$ cat config.mk
export PLATFORM = sky130hd
export DESIGN_NAME = bip8_err_counter
export DESIGN_NICKNAME = d
export VERILOG_FILES = /design/src/rtl/bip8_pkg.sv /design/src/rtl/bip8_parity_acc.sv /design/src/rtl/bip8_compare.sv /design/src/rtl/bip8_sat_counter.sv /design/src/rtl/bip8_err_counter.sv
export SDC_FILE = /design/constraint.sdc
export NUM_CORES = 1
export LEC_CHECK = 0
export ABC_AREA = 1
export ABC_CLOCK_PERIOD_IN_PS = 7800
export BUFFER_PORTS_ARGS = -buffer_cell sky130_fd_sc_hd__buf_2
export CAP_MARGIN = 0
export CORE_MARGIN = 1.5
export CORE_UTILIZATION = 35
export DETAILED_ROUTE_END_ITERATION = 8
export PLACE_DENSITY = 0.53
export SLEW_MARGIN = 20
export SYNTH_ARGS = -nofsm -noshare
export SYNTH_HDL_FRONTEND = slang
export SYNTH_SLANG_ARGS = --single-unit
$ cat constraint.sdc
create_clock -name clk -period 7.8 [get_ports clk]
set_clock_uncertainty 0.2 [all_clocks]
set_input_delay 0.78 -clock clk [delete_from_list [all_inputs] [get_ports clk]]
set_output_delay 0.78 -clock clk [all_outputs]
set_load 0.01 [all_outputs]
$ cat src/rtl/bip8_pkg.sv
package bip8_pkg;

    localparam int BIP_W    = 8;
    localparam int WEIGHT_W = $clog2(BIP_W + 1);

    typedef enum logic {
        CNT_BIT   = 1'b0,
        CNT_BLOCK = 1'b1
    } cnt_mode_e;

    typedef struct packed {
        logic                hit;
        logic [WEIGHT_W-1:0] weight;
    } err_event_t;

    function automatic logic [WEIGHT_W-1:0] ones_in(input logic [BIP_W-1:0] v);
        logic [WEIGHT_W-1:0] n;
        n = '0;
        for (int i = 0; i < BIP_W; i++) begin
            n = n + WEIGHT_W'(v[i]);
        end
        return n;
    endfunction

endpackage

$ cat src/rtl/bip8_parity_acc.sv
module bip8_parity_acc
    import bip8_pkg::*;
(
    input  logic             clk,
    input  logic             rst,
    input  logic [BIP_W-1:0] data,
    input  logic             frame_start,
    input  logic             cover_en,
    output logic [BIP_W-1:0] ref_par,
    output logic             ref_valid
);

    logic [BIP_W-1:0] acc_q;
    logic [BIP_W-1:0] ref_q;
    logic             ref_vld_q;
    logic             seen_start_q;
    logic [BIP_W-1:0] cov_byte;

    assign cov_byte = cover_en ? data : '0;

    always_ff @(posedge clk) begin
        if (rst) begin
            acc_q        <= '0;
            ref_q        <= '0;
            ref_vld_q    <= 1'b0;
            seen_start_q <= 1'b0;
        end else if (frame_start) begin
            acc_q        <= cov_byte;
            ref_q        <= acc_q;
            ref_vld_q    <= seen_start_q;
            seen_start_q <= 1'b1;
        end else begin
            acc_q <= acc_q ^ cov_byte;
        end
    end

    // A parity byte coinciding with frame_start is judged against the frame just closed.
    assign ref_par   = frame_start ? acc_q        : ref_q;
    assign ref_valid = frame_start ? seen_start_q : ref_vld_q;

endmodule

$ cat src/rtl/bip8_compare.sv
module bip8_compare
    import bip8_pkg::*;
(
    input  logic             clk,
    input  logic             rst,
    input  logic [BIP_W-1:0] data,
    input  logic             frame_start,
    input  logic             parity_en,
    input  logic [BIP_W-1:0] ref_par,
    input  logic             ref_valid,
    input  cnt_mode_e        mode,
    output err_event_t       ev
);

    logic             checked_q;
    logic             first_par;
    logic             do_cmp;
    logic [BIP_W-1:0] diff;

    assign first_par = parity_en & (frame_start | ~checked_q);
    assign do_cmp    = first_par & ref_valid;
    assign diff      = data ^ ref_par;

    always_ff @(posedge clk) begin
        if (rst) begin
            checked_q <= 1'b0;
        end else if (frame_start) begin
            checked_q <= parity_en;
        end else if (parity_en) begin
            checked_q <= 1'b1;
        end
    end

    always_comb begin
        ev = '0;
        if (do_cmp && (diff != '0)) begin
            ev.hit    = 1'b1;
            ev.weight = (mode == CNT_BLOCK) ? WEIGHT_W'(1) : ones_in(diff);
        end
    end

endmodule

$ cat src/rtl/bip8_sat_counter.sv
module bip8_sat_counter #(
    parameter int CNT_W = 17,
    parameter int INC_W = 4
) (
    input  logic             clk,
    input  logic             rst,
    input  logic [INC_W-1:0] inc,
    input  logic             rd_clr,
    output logic [CNT_W-1:0] count
);

    localparam logic [CNT_W-1:0] CNT_MAX = {CNT_W{1'b1}};

    logic [CNT_W-1:0] cnt_q;
    logic [CNT_W-1:0] base;
    logic [CNT_W:0]   sum;
    logic [CNT_W-1:0] nxt;

    always_comb begin
        base = rd_clr ? '0 : cnt_q;
        sum  = {1'b0, base} + {{(CNT_W + 1 - INC_W){1'b0}}, inc};
        nxt  = sum[CNT_W] ? CNT_MAX : sum[CNT_W-1:0];
    end

    always_ff @(posedge clk) begin
        if (rst) begin
            cnt_q <= '0;
        end else begin
            cnt_q <= nxt;
        end
    end

    assign count = cnt_q;

endmodule

$ cat src/rtl/bip8_err_counter.sv
module bip8_err_counter
    import bip8_pkg::*;
#(
    parameter int CNT_W = 17
) (
    input  logic             clk,
    input  logic             rst,
    input  logic [7:0]       rx_byte,
    input  logic             frame_start,
    input  logic             cover_en,
    input  logic             parity_en,
    input  logic             block_mode,
    input  logic             rd_clr,
    output logic [CNT_W-1:0] err_count,
    output logic             err_strobe
);

    logic [BIP_W-1:0]    ref_par;
    logic                ref_valid;
    err_event_t          ev;
    cnt_mode_e           mode;
    logic [WEIGHT_W-1:0] inc;
    logic                strobe_q;

    assign mode = block_mode ? CNT_BLOCK : CNT_BIT;

    bip8_parity_acc u_acc (
        .clk         (clk),
        .rst         (rst),
        .data        (rx_byte),
        .frame_start (frame_start),
        .cover_en    (cover_en),
        .ref_par     (ref_par),
        .ref_valid   (ref_valid)
    );

    bip8_compare u_cmp (
        .clk         (clk),
        .rst         (rst),
        .data        (rx_byte),
        .frame_start (frame_start),
        .parity_en   (parity_en),
        .ref_par     (ref_par),
        .ref_valid   (ref_valid),
        .mode        (mode),
        .ev          (ev)
    );

    assign inc = ev.weight;

    bip8_sat_counter #(
        .CNT_W (CNT_W),
        .INC_W (WEIGHT_W)
    ) u_cnt (
        .clk    (clk),
        .rst    (rst),
        .inc    (inc),
        .rd_clr (rd_clr),
        .count  (err_count)
    );

    always_ff @(posedge clk) begin
        if (rst) begin
            strobe_q <= 1'b0;
        end else begin
            strobe_q <= ev.hit;
        end
    end

    assign err_strobe = strobe_q;

endmodule

==> summary.md <==
| Metric | Value |
|---|---|
| Clock buffer count from CTS | `5` |
| Worst VDD drop | `0.0882 mV` |
| Total vias in the final route | `2140` |
| Post-route setup TNS | `0 ns` |
| First-pass GRT wire length | `between 8000 and 9000 um` |
| Synth Net Count | `383` |
| Post-DP HPWL | `3740 um` |
| Mapped cell area | `2430 um2` |
| Final Hold Vio Count | `0` |
| Core Region | `6760 um2` |
| Slew Viols, Final | `0` |
| Cell area power density | `approximately 160 nW/um2` |
| Max-cap check violation count | `0` |
| # DRC | `0` |
| Max Freq | `182 MHz` |
| Post-CTS Setup Inserts | `0` |
| Row Count | `30` |
| Layout cells sized above 1 | `17.4%` |
| Hold Path Class | `reg -> reg` |
| Leakage power | `1.34 nW` |
| Outcome | `finished clean` |
| Post-CTS Hold Buffers | `0` |
| Number of H-tree levels | `2` |
| Slew of the pin with the lowest slew margin | `between 0.6 and 0.7 ns` |
| CP bufs+invs | `4` |
| Syn Area/Cell | `6.86 um2` |
| Largest net degree at the start of global routing | `31` |
| Critical path endpoint category | `register` |
| Unique masters post-synth | `31` |
| Top Family by Delay on Critical Path | `adder cells` |
| Startpoint Class | `input port` |
| Crit Path Max Fanout | `30` |
| Final Critical Period | `around 5.5 ns` |
| Final-stage net count | `approximately 410` |
| IO buf count | `32` |
| Initial antenna violation count | `0` |
| ANT nets after route | `0` |
| Critical path required time | `roughly 8 ns` |
| Initial Utilization | `36.0%` |
| Final Non-Filler Cells | `approximately 460` |
| Crit path kind | `in -> reg` |
| CTS tree | `yes` |
| I/O pins | `33` |
| Vias per cell | `4.61` |
| Crit path DAT | `5.49 ns` |
| Inst Count DP | `456` |
| DRT Pass-1 Iters | `4` |
| RSZ-0062 raised after global routing | `no` |
| Seq/Total Area, Yosys | `30.4%` |
| Overall Global Routing Usage | `between 10% and 20%` |
| Die Y | `86.4 um` |
| Gp weighted congestion | `0.797` |
| Crit path largest cell delay | `0.54 ns` |
| Vias in the first global route | `between 1500 and 2000` |
| Register-to-Register Path Depth | `23` |
| Hold path cells | `2` |
| Worst relative slew slack | `a little over half` |
| Antenna cell count | `0` |
| Post-route clock period utilization | `70.5%` |
| Per-cell routed wire length | `around 11 um` |
| Final setup viols | `0` |
| Die width | `86.4 um` |
| Clock root buffer | `clkbuf_8` |
| Yosys Warn Count | `0` |
| Worst setup margin | `2.30 ns` |
| CP max stage cell | `fa_1` |
| Cells after synthesis | `355` |
| PostCTS Resize Cnt | `0` |
| Grt ovf | `0` |
| Dpl ws | `~2 ns` |
| Worst-path cell chain | `buf_2, o21ai_0, xnor2_1, ha_1, fa_1, inv_1, fa_1, fa_1, fa_1, nor2_1, nand3_1, fa_1, inv_1, nand2_1, nand2_1, nand2_1, nor2_4, nand2_1, nand2_1, nand3_1, nand2_1, inv_1` |
| CP Depth | `22` |
| Clock Sinks | `37` |
| Clock buffer depth | `2` |
| Seq cells post-synth | `37` |
| Worst skew pair latency | `0.29 ns` |
| Die area | `7470 um2` |
| Routed Wire Length | `4990 um` |
| Crit-path most repeated cell | `nand2_1` |
| Area growth from synthesis to layout | `10.5%` |
| Starting DRT DRC Count | `59` |
| Clock transition at path regs | `roughly 0.070 ns` |
## per-layer routing
metal / share of wire [%] / GRT usage (%) / up-vias
met5: 0 / 0 / -
met4: 1.0 / 3.52 / 0
met3: 4.1 / 3.43 / 5
met2: 47 / 25.5 / 26
met1: 48 / 17.4 / 951
li1: - / - / 1158
## cells in the final DEF, fill, tap and decap left out, types with 2 or more instances in the layout
cell	instances
o21a_1	6
o21ai_0	8
nand4_1	2
nor2_1	39
clkbuf_8	5
nor2_4	3
a21oi_2	10
nand2_4	2
inv_2	3
o211ai_1	2
or2_2	3
nor2_2	2
fa_1	5
ha_1	8
dfxtp_1	37
nand3b_1	4
xnor2_1	6
nand3_4	2
xor2_1	3
nand2_2	3
nor3_1	13
clkbuf_1	3
nand3_1	27
a21oi_1	6
nand2_1	88
inv_1	60
buf_2	32
## path summary, 6_finish.rpt
check | startpoint | endpoint | slack, ns
setup / recovery | frame_start | u_cnt.count[16] | 2.30
hold / removal | u_acc.seen_start_q | u_acc.seen_start_q | 0.26
setup reg to reg | u_acc.acc_q[0] | u_cnt.count[16] | 2.87
hold reg to reg | u_acc.seen_start_q | u_acc.seen_start_q | 0.26
## power breakdown
| part | switching, mW | internal (mW) | total (mW) |
|---|---|---|---|
| registers | 0.00211 | 0.196 | 0.198 |
| logic | 0.0561 | 0.0382 | 0.0943 |
| clock network | 0.0682 | 0.0636 | 0.132 |
## tightest hold or removal path: stages, from the launching register on
cell and delay [ns]:
dfxtp_1 0.30, inv_1 0.06, a21oi_1 0.06
## sequential cells by signal, indices dropped and copies added, names as in the netlist
name / flops
err_strobe: 1
u_acc.acc_q: 8
u_acc.ref_q: 8
u_acc.ref_vld_q: 1
u_acc.seen_start_q: 1
u_cmp.checked_q: 1
u_cnt.count: 17
## cells by family after synthesis
logic type,Yosys count,synth area share [%]
flip-flops,37,30.4
XOR/XNOR,9,3.24
AO/OA/AOI/OAI,32,8.94
adder cells (fa/ha/maj),13,8.22
buffers and inverters,75,13.4
AND/OR/NAND/NOR,189,35.8
## through the flow
step                      power [mW]  hold WS [ns]  instance area, um2  util (%)
after detailed placement       0.298         0.253                2610      38.6
after CTS                      0.434         0.263                2690      39.8
after floorplan                0.279         0.231                2430         -
after global routing           0.454         0.289                2690      39.8
final                          0.424         0.261                2690      39.8
after global placement         0.298         0.248                2610      38.6
## cell usage after synthesis (all sizes together)
master | count | share of area [%]
xor2 | 3 | 1.1
clkinv | 1 | 0.21
or2 | 3 | 0.77
o211ai | 2 | 0.62
nand3 | 30 | 7.4
nand2 | 93 | 15
dfxtp | 37 | 30
buf | 9 | 3.2
inv | 63 | 9.7
o21ai | 8 | 1.6
nor3 | 13 | 2.7
nand4 | 2 | 0.51
xnor2 | 6 | 2.2
a21oi | 16 | 4.8
nand3b | 4 | 1.2
o21a | 6 | 1.8
fa | 5 | 4.1
ha | 8 | 4.1
nor2 | 44 | 7.9
clkbuf | 2 | 0.31
## cell type report
cell class                 count  area, um2
multi-input combinational    243       1370
sequential                    37        741
fill                         743       4070
tap                           80        100
inverter                      64        241
timing repair buffer          32        160
clock buffer                   8       80.1
Power figures use the tool's default switching activity.
